$ cat config.mk
export PLATFORM = sky130hd
export DESIGN_NAME = irq_prio_tracker
export DESIGN_NICKNAME = d
export VERILOG_FILES = /design/src/rtl/irq_prio_pkg.sv /design/src/rtl/irq_highest_set.sv /design/src/rtl/irq_prio_resolve.sv /design/src/rtl/irq_prio_tracker.sv
export SDC_FILE = /design/constraint.sdc
export NUM_CORES = 2
export LEC_CHECK = 0
export ABC_AREA = 0
export CAP_MARGIN = 25
export CELL_PAD_IN_SITES_DETAIL_PLACEMENT = 1
export CELL_PAD_IN_SITES_GLOBAL_PLACEMENT = 1
export CORE_UTILIZATION = 50
export DETAILED_ROUTE_END_ITERATION = 10
export PLACE_DENSITY_LB_ADDON = 0.1
export SYNTH_ARGS = -nofsm -noshare
export SYNTH_HDL_FRONTEND = slang
export SYNTH_SLANG_ARGS = --single-unit
$ cat constraint.sdc
create_clock -name clk_i -period 10 [get_ports clk_i]
set_input_delay 2 -clock clk_i [delete_from_list [all_inputs] [get_ports clk_i]]
set_output_delay 2 -clock clk_i [all_outputs]
set_load 0.01 [all_outputs]
$ cat src/rtl/irq_prio_pkg.sv
`timescale 1ns/1ps
package irq_prio_pkg;

    // Width of the priority class carried in the top bits of a vector.
    localparam int unsigned CLASS_W = 4;

endpackage

$ cat src/rtl/irq_highest_set.sv
`timescale 1ns/1ps
// Finds the highest set bit of a wide vector, word by word.
module irq_highest_set #(
    parameter int unsigned NUM_BITS = 256,
    parameter int unsigned WORD_W   = 32
) (
    input  logic [NUM_BITS-1:0]         bits_i,
    output logic                        found_o,
    output logic [$clog2(NUM_BITS)-1:0] idx_o
);
    localparam int unsigned IDX_W     = $clog2(NUM_BITS);
    localparam int unsigned NUM_WORDS = NUM_BITS / WORD_W;
    localparam int unsigned BIT_W     = $clog2(WORD_W);

    logic [NUM_WORDS-1:0] word_any;
    logic [BIT_W-1:0]     word_top [NUM_WORDS];

    generate
        for (genvar w = 0; w < NUM_WORDS; w++) begin : g_word
            logic [WORD_W-1:0] slice;
            logic [BIT_W-1:0]  top_bit;

            assign slice = bits_i[w*WORD_W +: WORD_W];

            always_comb begin
                top_bit = '0;
                for (int b = 0; b < WORD_W; b++) begin
                    if (slice[b]) top_bit = BIT_W'(b);
                end
            end

            assign word_any[w] = |slice;
            assign word_top[w] = top_bit;
        end
    endgenerate

    // Later (higher) words override earlier ones: same result as a top-down scan.
    always_comb begin
        found_o = 1'b0;
        idx_o   = '0;
        for (int w = 0; w < NUM_WORDS; w++) begin
            if (word_any[w]) begin
                found_o = 1'b1;
                idx_o   = IDX_W'(w * WORD_W) | IDX_W'(word_top[w]);
            end
        end
    end
endmodule

$ cat src/rtl/irq_prio_resolve.sv
`timescale 1ns/1ps
// Derives processor priority and deliverability from the scan results.
module irq_prio_resolve
    import irq_prio_pkg::*;
#(
    parameter int unsigned VEC_W = 8
) (
    input  logic             en_i,
    input  logic             req_found_i,
    input  logic [VEC_W-1:0] req_top_i,
    input  logic             svc_found_i,
    input  logic [VEC_W-1:0] svc_top_i,
    input  logic [VEC_W-1:0] tpr_i,
    output logic [VEC_W-1:0] ppr_o,
    output logic             deliver_o,
    output logic [VEC_W-1:0] deliver_vec_o
);
    localparam int unsigned LOW_W = VEC_W - CLASS_W;

    logic [VEC_W-1:0]   svc_eff;
    logic [CLASS_W-1:0] svc_cls;
    logic [CLASS_W-1:0] tpr_cls;
    logic [CLASS_W-1:0] req_cls;

    always_comb begin
        svc_eff = svc_found_i ? svc_top_i : '0;
        svc_cls = svc_eff[VEC_W-1 -: CLASS_W];
        tpr_cls = tpr_i[VEC_W-1 -: CLASS_W];
        req_cls = req_top_i[VEC_W-1 -: CLASS_W];

        if (tpr_cls >= svc_cls) ppr_o = tpr_i;
        else                    ppr_o = {svc_cls, {LOW_W{1'b0}}};

        deliver_o     = en_i && req_found_i && (req_cls > svc_cls);
        deliver_vec_o = req_top_i;
    end
endmodule

$ cat src/rtl/irq_prio_tracker.sv
`timescale 1ns/1ps
module irq_prio_tracker #(
    parameter int unsigned NUM_VEC = 256,
    parameter int unsigned WORD_W  = 32,
    parameter int unsigned DATA_W  = 32
) (
    input  logic                        clk_i,
    input  logic                        rst_ni,
    input  logic                        en_i,
    input  logic                        acc_valid_i,
    input  logic [$clog2(NUM_VEC)-1:0]  acc_vec_i,
    input  logic                        acc_level_i,
    output logic                        acc_new_o,
    input  logic                        ack_valid_i,
    input  logic [$clog2(NUM_VEC)-1:0]  ack_vec_i,
    input  logic                        eoi_i,
    input  logic                        tpr_we_i,
    input  logic [DATA_W-1:0]           tpr_wdata_i,
    output logic                        pend_valid_o,
    output logic [$clog2(NUM_VEC)-1:0]  pend_vec_o,
    output logic [$clog2(NUM_VEC)-1:0]  ppr_o,
    output logic                        eoi_ntf_valid_o,
    output logic [$clog2(NUM_VEC)-1:0]  eoi_ntf_vec_o
);
    localparam int unsigned VEC_W = $clog2(NUM_VEC);

    typedef struct packed {
        logic [NUM_VEC-1:0] req;
        logic [NUM_VEC-1:0] svc;
        logic [NUM_VEC-1:0] lvl;
        logic [VEC_W-1:0]   tpr;
        logic               ntf_valid;
        logic [VEC_W-1:0]   ntf_vec;
    } state_t;

    state_t s_d, s_q;

    logic             req_found, svc_found;
    logic [VEC_W-1:0] req_top,   svc_top;
    logic             fresh_d;
    logic [VEC_W-1:0] tpr_q;
    logic [NUM_VEC-1:0] svc_q;
    logic             unused_tpr_hi;

    assign unused_tpr_hi = ^tpr_wdata_i[DATA_W-1:VEC_W];

    irq_highest_set #(.NUM_BITS(NUM_VEC), .WORD_W(WORD_W)) u_req_scan (
        .bits_i (s_q.req),
        .found_o(req_found),
        .idx_o  (req_top)
    );

    irq_highest_set #(.NUM_BITS(NUM_VEC), .WORD_W(WORD_W)) u_svc_scan (
        .bits_i (s_q.svc),
        .found_o(svc_found),
        .idx_o  (svc_top)
    );

    irq_prio_resolve #(.VEC_W(VEC_W)) u_resolve (
        .en_i         (en_i),
        .req_found_i  (req_found),
        .req_top_i    (req_top),
        .svc_found_i  (svc_found),
        .svc_top_i    (svc_top),
        .tpr_i        (s_q.tpr),
        .ppr_o        (ppr_o),
        .deliver_o    (pend_valid_o),
        .deliver_vec_o(pend_vec_o)
    );

    // Order within a cycle: end of interrupt, then acknowledge, then accept.
    always_comb begin
        s_d           = s_q;
        s_d.ntf_valid = 1'b0;
        fresh_d       = 1'b0;

        if (eoi_i && svc_found) begin
            s_d.svc[svc_top] = 1'b0;
            if (s_q.lvl[svc_top]) begin
                s_d.lvl[svc_top] = 1'b0;
                s_d.ntf_valid    = 1'b1;
                s_d.ntf_vec      = svc_top;
            end
        end

        if (ack_valid_i) begin
            s_d.svc[ack_vec_i] = 1'b1;
            s_d.req[ack_vec_i] = 1'b0;
        end

        if (acc_valid_i && en_i) begin
            fresh_d            = !s_d.req[acc_vec_i];
            s_d.req[acc_vec_i] = 1'b1;
            if (acc_level_i) s_d.lvl[acc_vec_i] = 1'b1;
        end

        if (tpr_we_i) s_d.tpr = tpr_wdata_i[VEC_W-1:0];
    end

    always_ff @(posedge clk_i or negedge rst_ni) begin
        if (!rst_ni) s_q <= '0;
        else         s_q <= s_d;
    end

    assign acc_new_o       = fresh_d;
    assign eoi_ntf_valid_o = s_q.ntf_valid;
    assign eoi_ntf_vec_o   = s_q.ntf_vec;
    assign tpr_q           = s_q.tpr;
    assign svc_q           = s_q.svc;
endmodule

==> metrics.csv <==
stage,metric,value,unit
worst_setup_path,r2r_setup_slack,1680,ps
floorplan,row_count,105,
cts,path_clk_slew,60,ps
worst_setup_path,required,8000,ps
floorplan,core-area,81800,um2
synth,ys_warn_count,0,
layout,drive_gt1_share,10.1,%
cts,cts-root-buf,clkbuf_16,
global_routing,antenna_found_initial,21,
layout,area_delta_synth_final,12.1,%
synth,postSynthAreaPerCell,8.90,um2
floorplan,io_pins,83,
synth,synth_ff_type,dfrtp_1,
timing,skew,33.2,ps
cts,numClockSinks,785,
global_routing,grt_pass1_wl,279000,um
synth,syn-num-nets,4705,
synth,synth_edf_count,0,
cts,clockBufferDepth,3,
synth,synth_area_leaders,"dfrtp_1, o21ai_0, nand2_1",
synth,postSynthCellCount,4641,
cts,clock_latency,680,ps
drt,drtAntennaViolNets,0,
cts,htreeDepth,3,
drt,drt_iter0_drc,5215,
timing,setup_violations,0,
synth,syn_area,41300,um2
synth,ys_async_sr_fraction,100,%
worst_setup_path,cp-start-kind,primary input,
worst_setup_path,cp_num_buf_inv,3,
worst_setup_path,cp.depth,15,
timing,slew_violations,0,
placement,routabilityCongestion,0.991,
floorplan,die_w,289,um
worst_setup_path,slowest_stage,nand2_2,
cts,cts-buffers-inserted,87,
hold_path,hp-start,s_q[160]$_DFF_PN0_,
global_routing,top_usage_layer,met2,
hold_path,holdCritPathClass,reg2reg,
worst_setup_path,cp_top_family,compound AO/OA/AOI/OAI gates,
drt,drt_wl_total,192000,um
worst_setup_path,max_stage_delay,720,ps
run_status,outcome,"complete, no violations",
timing,max_freq,0.106,GHz
timing,period_needed,9420,ps
layout,num-nets-final,4658,
floorplan,die_y,289,um
floorplan,dieArea,83700,um2
worst_setup_path,rr_endpoint,s_q[56]$_DFF_PN0_,
global_routing,grtUsageMet2,67.4,%
synth,yosysSeqAreaShare,47.6,%
placement,dp_hpwl,123000,um
worst_setup_path,worstPathArrival,7420,ps
drt,wl_per_cell,33.4,um
global_routing,grt_max_degree,146,
global_routing,grt_util_met1,58.4,%
global_routing,use_met3,12.7,%
worst_setup_path,crit_fanout,17,
timing,hold_violations,0,
worst_setup_path,end_kind,output pin,
worst_setup_path,crit_chain,"clkdlybuf4s50_1, nor3b_1, nand2_2, buf_4, o21ai_0, mux2_2, o22ai_1, a21oi_1, a31oi_1, a21oi_1, nor2_1, a31oi_1, nor2_1, a211oi_1, clkdlybuf4s50_1",
hold_path,worstHoldEndpoint,s_q[160]$_DFF_PN0_,
global_routing,grt_pass1_vias,42300,
layout,fillers,9348,
cts,cts_setup_buffers,0,
timing,tns,0,ps
placement,port_buffers,58,
flow_run,drv_cap,0,
hold_path,hold_path_depth,1,
synth,synth-seq-cells,785,
global_routing,grt-ovfl-total,0,
drt,dr.pass1.iters,6,
worst_setup_path,crit_type,in2out,
drt,drcViolationCount,0,
timing,relSlewSlack,19.6,%
synth,synth.largest_area_cell,dfrtp_1,
global_routing,grtUsageTotal,45.3,%
timing,rsz0062_at_grt,no,
cts,post_cts_resized,0,
worst_setup_path,reg2reg_depth,17,
drt,dr_total_vias,42400,
synth,yosys.cell_types.count,90,
floorplan,start_util,50.5,%
synth,synth_top_area_share,47.6,%
worst_setup_path,r2r_start,svc_q[243]$_DFF_PN0_,
timing,tightest_slew,1180,ps
drt,via_per_inst,7.38,
timing,min_period_over_period,94.2,%
cts,cts_tree,done,
cts,ctsHoldBuffers,0,
area by class of cell:
type | count | area [um2] | share of cell area [%]
antenna | 11 | 27.5 | 0.0595
sequential | 785 | 19600 | 42.4
multi-input combinational | 3375 | 19800 | 42.8
tap | 1070 | 1340 | 2.89
clock inverter | 40 | 442 | 0.954
timing repair buffer | 230 | 2100 | 4.53
clock buffer | 119 | 2500 | 5.40
inverter | 115 | 432 | 0.933
cells in the mapped netlist (all sizes together), types with 8 or more instances:
library cell and n:
and3 17, ha 8, a22o 13, nand2b 27
o21ai 1218, mux2 41, or4 26, and2 9
or3 10, o311ai 17, o22ai 75, a211oi 22
o211ai 21, nand4 131, a21oi 142, a22oi 11
or2 13, a31oi 26, o22a 9, dfrtp 785
o21bai 41, nor2 275, mux4 12, nor3 116
o2bb2ai 135, a21boi 11, clkbuf 292, nor4 130
nor2b 40, a2111oi 10, buf 74, o221ai 8
nand3 93, a32oi 29, a221oi 8, mux2i 84
nand2 355, inv 115, o31ai 94, o2111ai 11
o31a 13
layout by cell type (no fill, tap or decap), types with 20 or more instances in the layout:
cell type | Yosys | final
a21oi_1 | 142 | 142
a31oi_1 | 25 | 25
a32oi_1 | 29 | 29
buf_4 | 18 | 150
clkbuf_16 | 0 | 88
clkdlybuf4s50_1 | 0 | 55
clkinv_2 | 0 | 22
dfrtp_1 | 785 | 785
inv_1 | 115 | 115
mux2_2 | 35 | 35
mux2i_1 | 84 | 84
nand2_1 | 354 | 323
nand2_2 | 1 | 32
nand2b_1 | 27 | 26
nand3_1 | 93 | 91
nand4_1 | 131 | 131
nor2_1 | 269 | 263
nor2b_1 | 40 | 38
nor3_1 | 116 | 115
nor4_1 | 125 | 125
o211ai_1 | 20 | 20
o21ai_0 | 1211 | 1211
o21bai_1 | 41 | 41
o22ai_1 | 74 | 74
o2bb2ai_1 | 135 | 135
o31ai_1 | 94 | 93
or4_1 | 25 | 25
routing by layer:
metal | up-vias | part of all wire, %
met2 | 2921 | 44
met4 | 8 | 7.0
li1 | 17300 | -
met5 | - | 0.031
met3 | 793 | 12
met1 | 21400 | 38
worst max-delay path by stage:
stage / from / to / slack [ps]
after floorplan: acc_vec_i[1] / acc_new_o / 3390
after global placement: ack_valid_i / acc_new_o / 1000
after detailed placement: ack_valid_i / acc_new_o / 1020
after CTS: ack_valid_i / acc_new_o / 990
after global routing: ack_vec_i[0] / acc_new_o / 700
final: ack_valid_i / acc_new_o / 580
sequential cells by signal, summed over array words and instances (netlist names):
signal and count:
s_q 512, eoi_ntf_vec_o 8, tpr_q 8, eoi_ntf_valid_o 1, svc_q 256
metrics by stage:
| stage | utilization, % | setup slack (ps) | hold slack (ps) | std cells | cell area [um2] |
|---|---|---|---|---|---|
| floorplan | - | 3390 | 448 | 4641 | 41300 |
| global placement | 52.5 | 997 | 465 | 5553 | 43000 |
| detailed placement | 52.8 | 1020 | 469 | 5566 | 43200 |
| CTS | 56.4 | 990 | 488 | 5725 | 46100 |
| global route | 56.5 | 703 | 498 | 5736 | 46300 |
| finish | 56.6 | 578 | 489 | 5745 | 46300 |
cell families after synthesis:
| group | after synthesis | synth area share [%] |
|---|---|---|
| AOI/OAI and AO/OA | 1971 | 28.5 |
| and+or+nand+nor | 1259 | 15.0 |
| DFF | 785 | 47.6 |
| buffers and inverters | 481 | 4.86 |
| muxes | 137 | 3.86 |
| adders and majority gates | 8 | 0.242 |
Power is not shown: default switching activity piles up to over one toggle a cycle in this logic, so the estimate is an artifact.
